[config.mk]
export PLATFORM = sky130hd
export DESIGN_NAME = boot_sup_top
export DESIGN_NICKNAME = d
export VERILOG_FILES = /design/src/rtl/boot_sup_pkg.sv /design/src/rtl/pin_filter.sv /design/src/rtl/por_pulse.sv /design/src/rtl/boot_sup_top.sv
export SDC_FILE = /design/constraint.sdc
export NUM_CORES = 1
export LEC_CHECK = 0
export BUFFER_PORTS_ARGS = -buffer_cell sky130_fd_sc_hd__buf_4
export CORE_MARGIN = 8
export CORE_UTILIZATION = 64
export CTS_CLUSTER_DIAMETER = 120
export DETAILED_ROUTE_END_ITERATION = 8
export GPL_TIMING_DRIVEN = 0
export PLACE_DENSITY = 0.9
export SKIP_LAST_GASP = 1
export SYNTH_ARGS = -nofsm -noshare
export SYNTH_HDL_FRONTEND = slang
export SYNTH_SLANG_ARGS = --single-unit
[constraint.sdc]
create_clock -name clk -period 5.7 [get_ports clk]
set_input_delay 1.14 -clock clk [delete_from_list [all_inputs] [get_ports clk]]
set_output_delay 1.14 -clock clk [all_outputs]
set_load 0.01 [all_outputs]
[src/rtl/boot_sup_pkg.sv]
package boot_sup_pkg;

  typedef enum logic [2:0] {
    ST_START,
    ST_PULSE,
    ST_WATCH,
    ST_HOLD,
    ST_GAVEUP
  } sup_state_e;

  typedef enum logic [1:0] {
    FK_NONE,
    FK_IMAGE,
    FK_RUNTIME
  } fault_kind_e;

  // A request edge is a boot-image fault while the device still sleeps.
  function automatic fault_kind_e classify_req(input logic req_edge, input logic asleep_lvl);
    if (!req_edge) return FK_NONE;
    return asleep_lvl ? FK_IMAGE : FK_RUNTIME;
  endfunction

  function automatic logic limit_hit(input int attempts, input int max_attempts);
    return attempts >= max_attempts;
  endfunction

  function automatic int next_count(input int attempts, input int max_attempts);
    return (attempts < max_attempts) ? attempts + 1 : attempts;
  endfunction

endpackage

[src/rtl/pin_filter.sv]
module pin_filter #(
  parameter int   SYNC_STAGES = 2,
  parameter int   FILT_LEN    = 4,
  parameter logic RST_VAL     = 1'b1
) (
  input  logic clk,
  input  logic rst_n,
  input  logic pin,
  output logic level,
  output logic fell
);
  localparam int CW = $clog2(FILT_LEN + 1);

  logic [SYNC_STAGES-1:0] sync_q;
  logic [CW-1:0]          run_q;
  logic                   level_q;
  logic                   fell_q;
  logic                   s;

  assign s = sync_q[SYNC_STAGES-1];

  always_ff @(posedge clk or negedge rst_n) begin
    if (!rst_n) begin
      sync_q <= {SYNC_STAGES{RST_VAL}};
    end else begin
      sync_q <= {sync_q[SYNC_STAGES-2:0], pin};
    end
  end

  always_ff @(posedge clk or negedge rst_n) begin
    if (!rst_n) begin
      run_q   <= '0;
      level_q <= RST_VAL;
      fell_q  <= 1'b0;
    end else if (s == level_q) begin
      run_q  <= '0;
      fell_q <= 1'b0;
    end else if (run_q == CW'(FILT_LEN - 1)) begin
      run_q   <= '0;
      level_q <= s;
      fell_q  <= level_q & ~s;
    end else begin
      run_q  <= run_q + 1'b1;
      fell_q <= 1'b0;
    end
  end

  assign level = level_q;
  assign fell  = fell_q;

  // the filtered level only ever moves to the value the synchroniser held
  a_r8_level_follows_sync: assert property (@(posedge clk) disable iff (!rst_n)
    !$stable(level_q) |-> ($past(s) == level_q));

endmodule

[src/rtl/por_pulse.sv]
module por_pulse #(
  parameter int LOW_CYC = 125000
) (
  input  logic clk,
  input  logic rst_n,
  input  logic start,
  output logic done
);
  localparam int CW = $clog2(LOW_CYC + 1);

  logic [CW-1:0] left_q;

  always_ff @(posedge clk or negedge rst_n) begin
    if (!rst_n) begin
      left_q <= '0;
    end else if (start) begin
      left_q <= CW'(LOW_CYC);
    end else if (left_q != '0) begin
      left_q <= left_q - 1'b1;
    end
  end

  assign done = (left_q == CW'(1));

endmodule

[src/rtl/boot_sup_top.sv]
module boot_sup_top
  import boot_sup_pkg::*;
#(
  parameter int POR_LOW_CYC  = 125000,
  parameter int MAX_ATTEMPTS = 16,
  parameter int FILT_LEN     = 4,
  parameter int SYNC_STAGES  = 2,
  localparam int CNT_W       = $clog2(MAX_ATTEMPTS + 1)
) (
  input  logic             clk,
  input  logic             rst_n,
  input  logic             clear,
  input  logic             debug_hold,
  input  logic             hreset_n_in,
  input  logic             rst_req_n_in,
  input  logic             asleep_in,
  output logic             poreset_n_out,
  output logic             image_fault_led,
  output logic             runtime_fault_led,
  output logic             cfg_word_fault,
  output logic             gave_up,
  output logic [CNT_W-1:0] attempt_count
);
  localparam int NPIN = 3;  // 0 hard reset, 1 reset request, 2 asleep
  localparam logic [NPIN-1:0] PIN_IDLE = 3'b111;

  logic [NPIN-1:0] pins_raw, levels, fells;
  assign pins_raw = {asleep_in, rst_req_n_in, hreset_n_in};

  for (genvar g = 0; g < NPIN; g++) begin : g_pin
    pin_filter #(
      .SYNC_STAGES(SYNC_STAGES),
      .FILT_LEN   (FILT_LEN),
      .RST_VAL    (PIN_IDLE[g])
    ) i_filt (
      .clk  (clk),
      .rst_n(rst_n),
      .pin  (pins_raw[g]),
      .level(levels[g]),
      .fell (fells[g])
    );
  end

  logic [1:0] unused_fells;
  assign unused_fells = {fells[2], fells[0]};

  // Named internal events for the assertions
  logic        hreset_f, asleep_f, req_evt, watching, pulse_done, launch;
  fault_kind_e kind;
  assign hreset_f = levels[0];
  assign asleep_f = levels[2];
  assign req_evt  = fells[1];

  sup_state_e state_q, state_d;
  logic [CNT_W-1:0] count_q;
  logic img_q, rt_q, cfg_q;

  assign watching = (state_q == ST_WATCH);
  assign kind     = classify_req(req_evt && watching, asleep_f);

  por_pulse #(.LOW_CYC(POR_LOW_CYC)) i_pulse (
    .clk  (clk),
    .rst_n(rst_n),
    .start(launch),
    .done (pulse_done)
  );

  always_comb begin
    state_d = state_q;
    launch  = 1'b0;
    unique case (state_q)
      ST_START: begin
        launch  = 1'b1;
        state_d = ST_PULSE;
      end
      ST_PULSE: if (pulse_done) state_d = ST_WATCH;
      ST_WATCH: begin
        if (kind != FK_NONE) begin
          if (debug_hold) begin
            state_d = ST_HOLD;
          end else if (kind == FK_RUNTIME) begin
            launch  = 1'b1;
            state_d = ST_PULSE;
          end else if (limit_hit(int'(count_q), MAX_ATTEMPTS)) begin
            state_d = ST_GAVEUP;
          end else begin
            state_d = ST_START;
          end
        end
      end
      default: state_d = state_q;
    endcase
    if (clear) begin
      state_d = ST_START;
      launch  = 1'b0;
    end
  end

  always_ff @(posedge clk or negedge rst_n) begin
    if (!rst_n) begin
      state_q <= ST_START;
      count_q <= '0;
      img_q   <= 1'b0;
      rt_q    <= 1'b0;
      cfg_q   <= 1'b0;
    end else begin
      state_q <= state_d;
      if (clear) begin
        count_q <= '0;
        img_q   <= 1'b0;
        rt_q    <= 1'b0;
        cfg_q   <= 1'b0;
      end else begin
        if (state_q == ST_START)
          count_q <= CNT_W'(next_count(int'(count_q), MAX_ATTEMPTS));
        if (kind == FK_IMAGE) begin
          img_q <= 1'b1;
          cfg_q <= ~hreset_f;
        end
        if (kind == FK_RUNTIME) rt_q <= 1'b1;
      end
    end
  end

  assign poreset_n_out     = !((state_q == ST_START) || (state_q == ST_PULSE));
  assign image_fault_led   = img_q;
  assign runtime_fault_led = rt_q;
  assign cfg_word_fault    = cfg_q;
  assign gave_up           = (state_q == ST_GAVEUP);
  assign attempt_count     = count_q;

  // Checker counter: length of the current low phase of the reset drive
  int unsigned low_run;
  always_ff @(posedge clk or negedge rst_n) begin
    if (!rst_n) low_run <= 0;
    else if (!poreset_n_out) low_run <= low_run + 1;
    else low_run <= 0;
  end

  // every released pulse lasted at least the configured width
  a_r2_pulse_width: assert property (@(posedge clk) disable iff (!rst_n)
    $rose(poreset_n_out) |-> (low_run >= POR_LOW_CYC));

  // the attempt counter never passes the limit
  a_r6_count_bound: assert property (@(posedge clk) disable iff (!rst_n)
    int'(attempt_count) <= MAX_ATTEMPTS);

  // once given up, reset stays released
  a_r6_gave_up_quiet: assert property (@(posedge clk) disable iff (!rst_n)
    gave_up |-> poreset_n_out);

  // in debug mode a request never pulls reset low
  a_r7_debug_no_reset: assert property (@(posedge clk) disable iff (!rst_n)
    (watching && req_evt && debug_hold && !clear) |=> poreset_n_out);

  // a runtime request leaves the attempt count alone
  a_r5_runtime_count: assert property (@(posedge clk) disable iff (!rst_n)
    (watching && req_evt && !asleep_f && !clear) |=> $stable(attempt_count));

  // a request while asleep lights the image LED next cycle
  a_r3_image_led: assert property (@(posedge clk) disable iff (!rst_n)
    (watching && req_evt && asleep_f && !clear) |=> image_fault_led);

endmodule

Word level (Yosys, flattened, before mapping)
Index checks and enable logic that the tools add are counted.
{"block": "totals", "reg_bits": 47, "input_bits": 7, "output_inout_bits": 10, "word_cells": 93}
{"block": "classes", "n_addsub": 5, "n_lt_le_gt_ge": 2, "n_eq_ne": 14, "n_mux": 33, "bitwise": 6, "n_reduce_logical": 17}
{"cell": "$mux W3", "count": 12}
{"cell": "$mux W17", "count": 2}
{"cell": "$eq A17 B1 Y1 const B", "count": 1}
{"cell": "$reduce_bool A17 Y1", "count": 1}
{"cell": "$sub A17 B1 Y17 const B", "count": 1}
{"cell": "$mux W5", "count": 3}
{"cell": "$eq A3 B2 Y1 const B", "count": 4}
{"cell": "$mux W1", "count": 12}
{"cell": "$reduce_bool A2 Y1", "count": 6}
{"cell": "$add A3 B1 Y3 const B", "count": 3}
{"cell": "$pmux W3 S3", "count": 1}
{"cell": "$reduce_and A2 Y1", "count": 4}
{"cell": "$ne A3 B2 Y1 const B", "count": 2}
{"cell": "$add A5 B1 Y5 const B", "count": 1}
{"cell": "$ge A5 B5 Y1 const B", "count": 1}
{"cell": "$lt A5 B5 Y1 const B", "count": 1}
{"cell": "$not A1 Y1", "count": 5}
{"cell": "$mux W2", "count": 2}
{"cell": "$reduce_bool A4 Y1", "count": 1}
{"cell": "$eq A1 B1 Y1", "count": 3}
{"cell": "$eq A3 B1 Y1 const B", "count": 1}
{"cell": "$eq A3 B3 Y1 const B", "count": 1}
{"cell": "$logic_not A3 Y1", "count": 1}
{"cell": "$reduce_and A3 Y1", "count": 1}
{"cell": "other kinds (7)", "count": 7}

Depth between registers and ports, before layout
{"block": "logic_depth", "depth_word": 10, "mapped_depth": 7, "ltp_nobuf": 6}

Cells and area by module
A second synthesis with hierarchy kept.
{"block": "hier_totals", "hier_cells": 218, "hier_area_um2": 2434.8}
{"mod": "por_pulse", "instances": 1, "cells_each": 104, "area_per_inst_um2": 1001.0, "seq_area_each_um2": 425.4}
{"mod": "boot_sup_top", "instances": 1, "cells_each": 57, "area_per_inst_um2": 590.6, "seq_area_each_um2": 275.3}
{"mod": "pin_filter at g_pin[1].i_filt ...", "instances": 2, "cells_each": 19, "area_per_inst_um2": 281.5, "seq_area_each_um2": 178.9}
{"mod": "pin_filter at g_pin[0].i_filt", "instances": 1, "cells_each": 19, "area_per_inst_um2": 280.3, "seq_area_each_um2": 178.9}

Worst setup path before layout
Ideal clock, no wire load.
{"block": "synth_timing", "kind": "in2reg", "startpoint": "input port debug_hold", "endpoint": "register i_pulse.left_q[5]", "setup_time_ps": 127, "t_arrival_ps": 2571, "t_required_ps": 5573, "path_slack_ps": 3003, "cell_stages": 5, "n_path_buf": 1, "path_cell_list": "or3b_2 a2111oi_0 clkbuf_1 a2111o_1 o21ai_0"}
{"block": "synth_via", "elab_chain_cells": 5, "elab_cells_between_ends": 6, "cone_classes": "mux: 5; reduce/logical: 1"}
{"element": "from (decl)", "line_no": "boot_sup_top.sv:13", "source": "input logic debug_hold,"}
{"element": "$mux W1 (*)", "line_no": "boot_sup_top.sv:79", "source": "if (debug_hold) begin"}
{"element": "$mux W1 (*)", "line_no": "boot_sup_top.sv:78", "source": "if (kind != FK_NONE) begin"}
{"element": "$pmux W1 S2 (*)", "line_no": "boot_sup_top.sv:71", "source": "unique case (state_q)"}
{"element": "$mux W1 (*)", "line_no": "boot_sup_top.sv:93", "source": "if (clear) begin"}
{"element": "$mux W17 or $reduce_bool A2 Y1 (tied branches)"}
{"element": "to (signal assigned)", "line_no": "por_pulse.sv:17", "source": "left_q <= CW'(LOW_CYC);"}
{"element": "to (signal assigned)", "line_no": "por_pulse.sv:19", "source": "left_q <= left_q - 1'b1;"}
{"element": "to (decl)", "line_no": "por_pulse.sv:11", "source": "logic [CW-1:0] left_q;"}
Every way passes the cells marked *; elsewhere a longest branch is shown, timed or not.
A chain may end at the register's enable or synchronous reset.

Final worst setup path
Same ends and word-level chain as after synthesis.

==> metrics.yaml <==
utilization: 0.753
yosysSeqAreaShare: 0.519
cts.clk_slew.worst_paths_ps: 140
netlist_area_sq_um: 2290
synth_xor_area_frac: 0.0191
antenna_found_initial: 0
synth.distinct_cells: 45
grt_max_degree: 48
diodes: 0
powerDensity_nw_per_um2: 335
finalInstanceArea_sq_um: 2550
insertion_delay_ps: 360
synth-adder-area-share: 0.0437
ys.flop_type: "dfrtp_1"
io-pin-count: 17
ant_nets: 0
reg2reg_from: "g_pin[1].i_filt.fell$_DFF_PN0_"
fmax_mhz: 354
multiInputGateArea_sq_um: 1040
cp_cell_sequence: "buf_4 -> or3b_2 -> a2111oi_0 -> clkbuf_1 -> a2111o_1 -> o21ai_0"
ys_top_cells_by_area: "dfrtp_1 42%, dfstp_2 10%, ha_1 4.4%"
placed_area_sq_um: 2470
regArea_sq_um: 1190
cts_setup_buffers: 0
vdd_drop_max_uv: 197
synth_seq_cells: 47
synthMuxAreaShare: 0.0399
totalWireLength_mm: 4.38
synth_edf_count: 0
grt_first_pass_wirelength_mm: 7.34
grt_pass1_vias: 1655
drt-initial-drc-count: 94
cp-endpoint: "i_pulse.left_q[5]$_DFFE_PN0P_"
synth_compound_area_frac: 0.111
yosys_warnings: 0
slowest_delay_ps: 670
vias_per_cell: 5.99
dp_cells: 283
tns_ps: 0
cts_buffer_depth: 2
globalRouteTotalUtil: 0.169
maxSlewHeadroom: 0.330
rows: 21
overflow: 0
synth_common_cells: "38 x dfrtp_1, 20 x nor2_1, 13 x a21oi_1, 13 x nand2_1, 11 x o21ai_0"
final_net_count: 259
synth_top_cell_area_share: 0.415
drc: 0
die_h_um: 75.8
synth.most_common_cell: "dfrtp_1"
layout-drive-gt1-share: 0.180
cts_buffers: 5
portBuffers: 16
crit_path_start_kind: "input port"
start_util: 0.676
syn-num-nets: 236
ctsResizeCount: 0
timing.hold.ws_ps: 366
synth_simple_gate_area_share: 0.239
syn-mean-instance-area_sq_um: 10.4
worstPathArrival_ps: 3080
nFillCells: 219
setup_viol: 0
startpoint: "debug_hold"
finalHoldViolCount: 0
skew_ps: 12.6
slowest_stage: "a2111oi_0"
synth_top_family_by_area: "simple AND/OR/NAND/NOR gates"
synthArstFlopShare: 1.00
worst_pin_slew_ps: 997
cts_hold_buf: 0
wl_per_cell_um: 15.1
cp-end-kind: "flop"
postSynthCellCount: 221
dp_hpwl_mm: 3.19
path_class: "in2reg"
power.leakage_nw: 1.06
die-area_sq_um: 5750
rsz0062_at_grt: "false"
worst_r2r_path_depth: 5
cts.htree.levels: 2
cap_violations: 0
worstPathMaxFanout: 10
timing.rr.end: "i_pulse.left_q[5]$_DFFE_PN0P_"
core_sq_um: 3390
reg2reg_setup_slack_ps: 3290
stdcell_count: 291
fin_crit_ps: 2820
cts_sinks: 47
dr.pass1.iters: 4
hp-class: "reg2reg"
vias: 1743
die_w_um: 75.8
synth_area_leader_cell: "dfrtp_1"
gp_congestion: 0.835
min_period_over_period: 0.495
cts_tree: "yes"
cts-root-buf: "clkbuf_4"
run_status: "completed"
area_delta_synth_final_pct: 11.4
worstPathRequired_ps: 5950
slew_viol_final: 0
-- report_power, final --
group,internal (mW),leakage [nW],switching (mW)
registers,0.398,0.575,0.0483
clock network,0.0938,0.0418,0.112
logic,0.0886,0.442,0.115
-- per-stage QoR --
stage	setup WS, ps	total power [mW]
after floorplan	3000	0.593
after global placement	2530	0.640
after detailed placement	2490	0.657
after CTS	2900	0.860
after global routing	2720	0.909
final	2880	0.855
-- flip-flops by register name, summed over array words and instances, names as in the netlist --
register             flops
g_pin.i_filt.run_q       9
runtime_fault_led        1
cfg_word_fault           1
attempt_count            5
i_pulse.left_q          17
image_fault_led          1
g_pin.i_filt.fell        1
g_pin.i_filt.level       3
g_pin.i_filt.sync_q      6
state_q                  3
-- metal layers --
metal,vias up,share of wire,track usage
met3,7,0.059,0.0368
met5,-,0,0
li1,849,-,-
met2,50,0.49,0.281
met1,837,0.44,0.207
met4,0,0.010,0.0661
-- placed cells by master (no fill, tap or decap), types with 2 or more instances in the layout --
cell type  instances
nand3b_1           3
nor4_1             7
clkbuf_4           5
or2_2              2
a41oi_1            2
nor2b_1            7
a31oi_1            2
ha_1               8
a2111o_1           3
and4_1             2
dfrtp_1           38
or3_1              2
xor2_1             2
dfstp_2            9
or4_4              4
mux2i_1            8
inv_1              9
xnor2_1            3
or4_1              3
nor3b_1            4
nand3_1            6
nor2_1            20
clkbuf_1           7
buf_4             16
and2_1             2
nand2b_1           4
o21ai_0           11
nor3_1             7
nand2_1           13
a21oi_1           13
nand4_1            4
-- cells by family after synthesis --
kind of cell	count (synthesis)
compound gates	39
xor+xnor	5
fa+ha+maj	8
buf+inv	17
flops	47
mux	9
simple gates	96
-- worst max-delay path: cells and delay by family --
family / cells / cell delay, ps
buf+inv: 2 / 580
simple gates: 1 / 460
compound gates: 3 / 900
-- final cells by class --
cell class,instances,share of cell area
Buffer,8,0.0118
Multi-Input combinational cell,157,0.407
Clock buffer,5,0.0147
Timing Repair Buffer,16,0.0471
Inverter,9,0.0132
Clock inverter,3,0.0181
Tap cell,46,0.0226
Sequential cell,47,0.465
-- worst min-delay path by stage --
stage | startpoint | endpoint | slack, ps | cells after the start
6_report | g_pin[1].i_filt.sync_q[0]$_DFF_PN1_ | g_pin[1].i_filt.sync_q[1]$_DFF_PN1_ | 370 | 0
5_1_grt | g_pin[1].i_filt.sync_q[0]$_DFF_PN1_ | g_pin[1].i_filt.sync_q[1]$_DFF_PN1_ | 370 | 0
4_1_cts | g_pin[1].i_filt.sync_q[0]$_DFF_PN1_ | g_pin[1].i_filt.sync_q[1]$_DFF_PN1_ | 370 | 0
3_5_place_dp | g_pin[1].i_filt.sync_q[0]$_DFF_PN1_ | g_pin[1].i_filt.sync_q[1]$_DFF_PN1_ | 350 | 0
3_3_place_gp | g_pin[0].i_filt.sync_q[0]$_DFF_PN1_ | g_pin[0].i_filt.sync_q[1]$_DFF_PN1_ | 350 | 0
2_1_floorplan | g_pin[0].i_filt.sync_q[0]$_DFF_PN1_ | g_pin[0].i_filt.sync_q[1]$_DFF_PN1_ | 350 | 0
No activity file was read; power rests on OpenSTA's default activity.
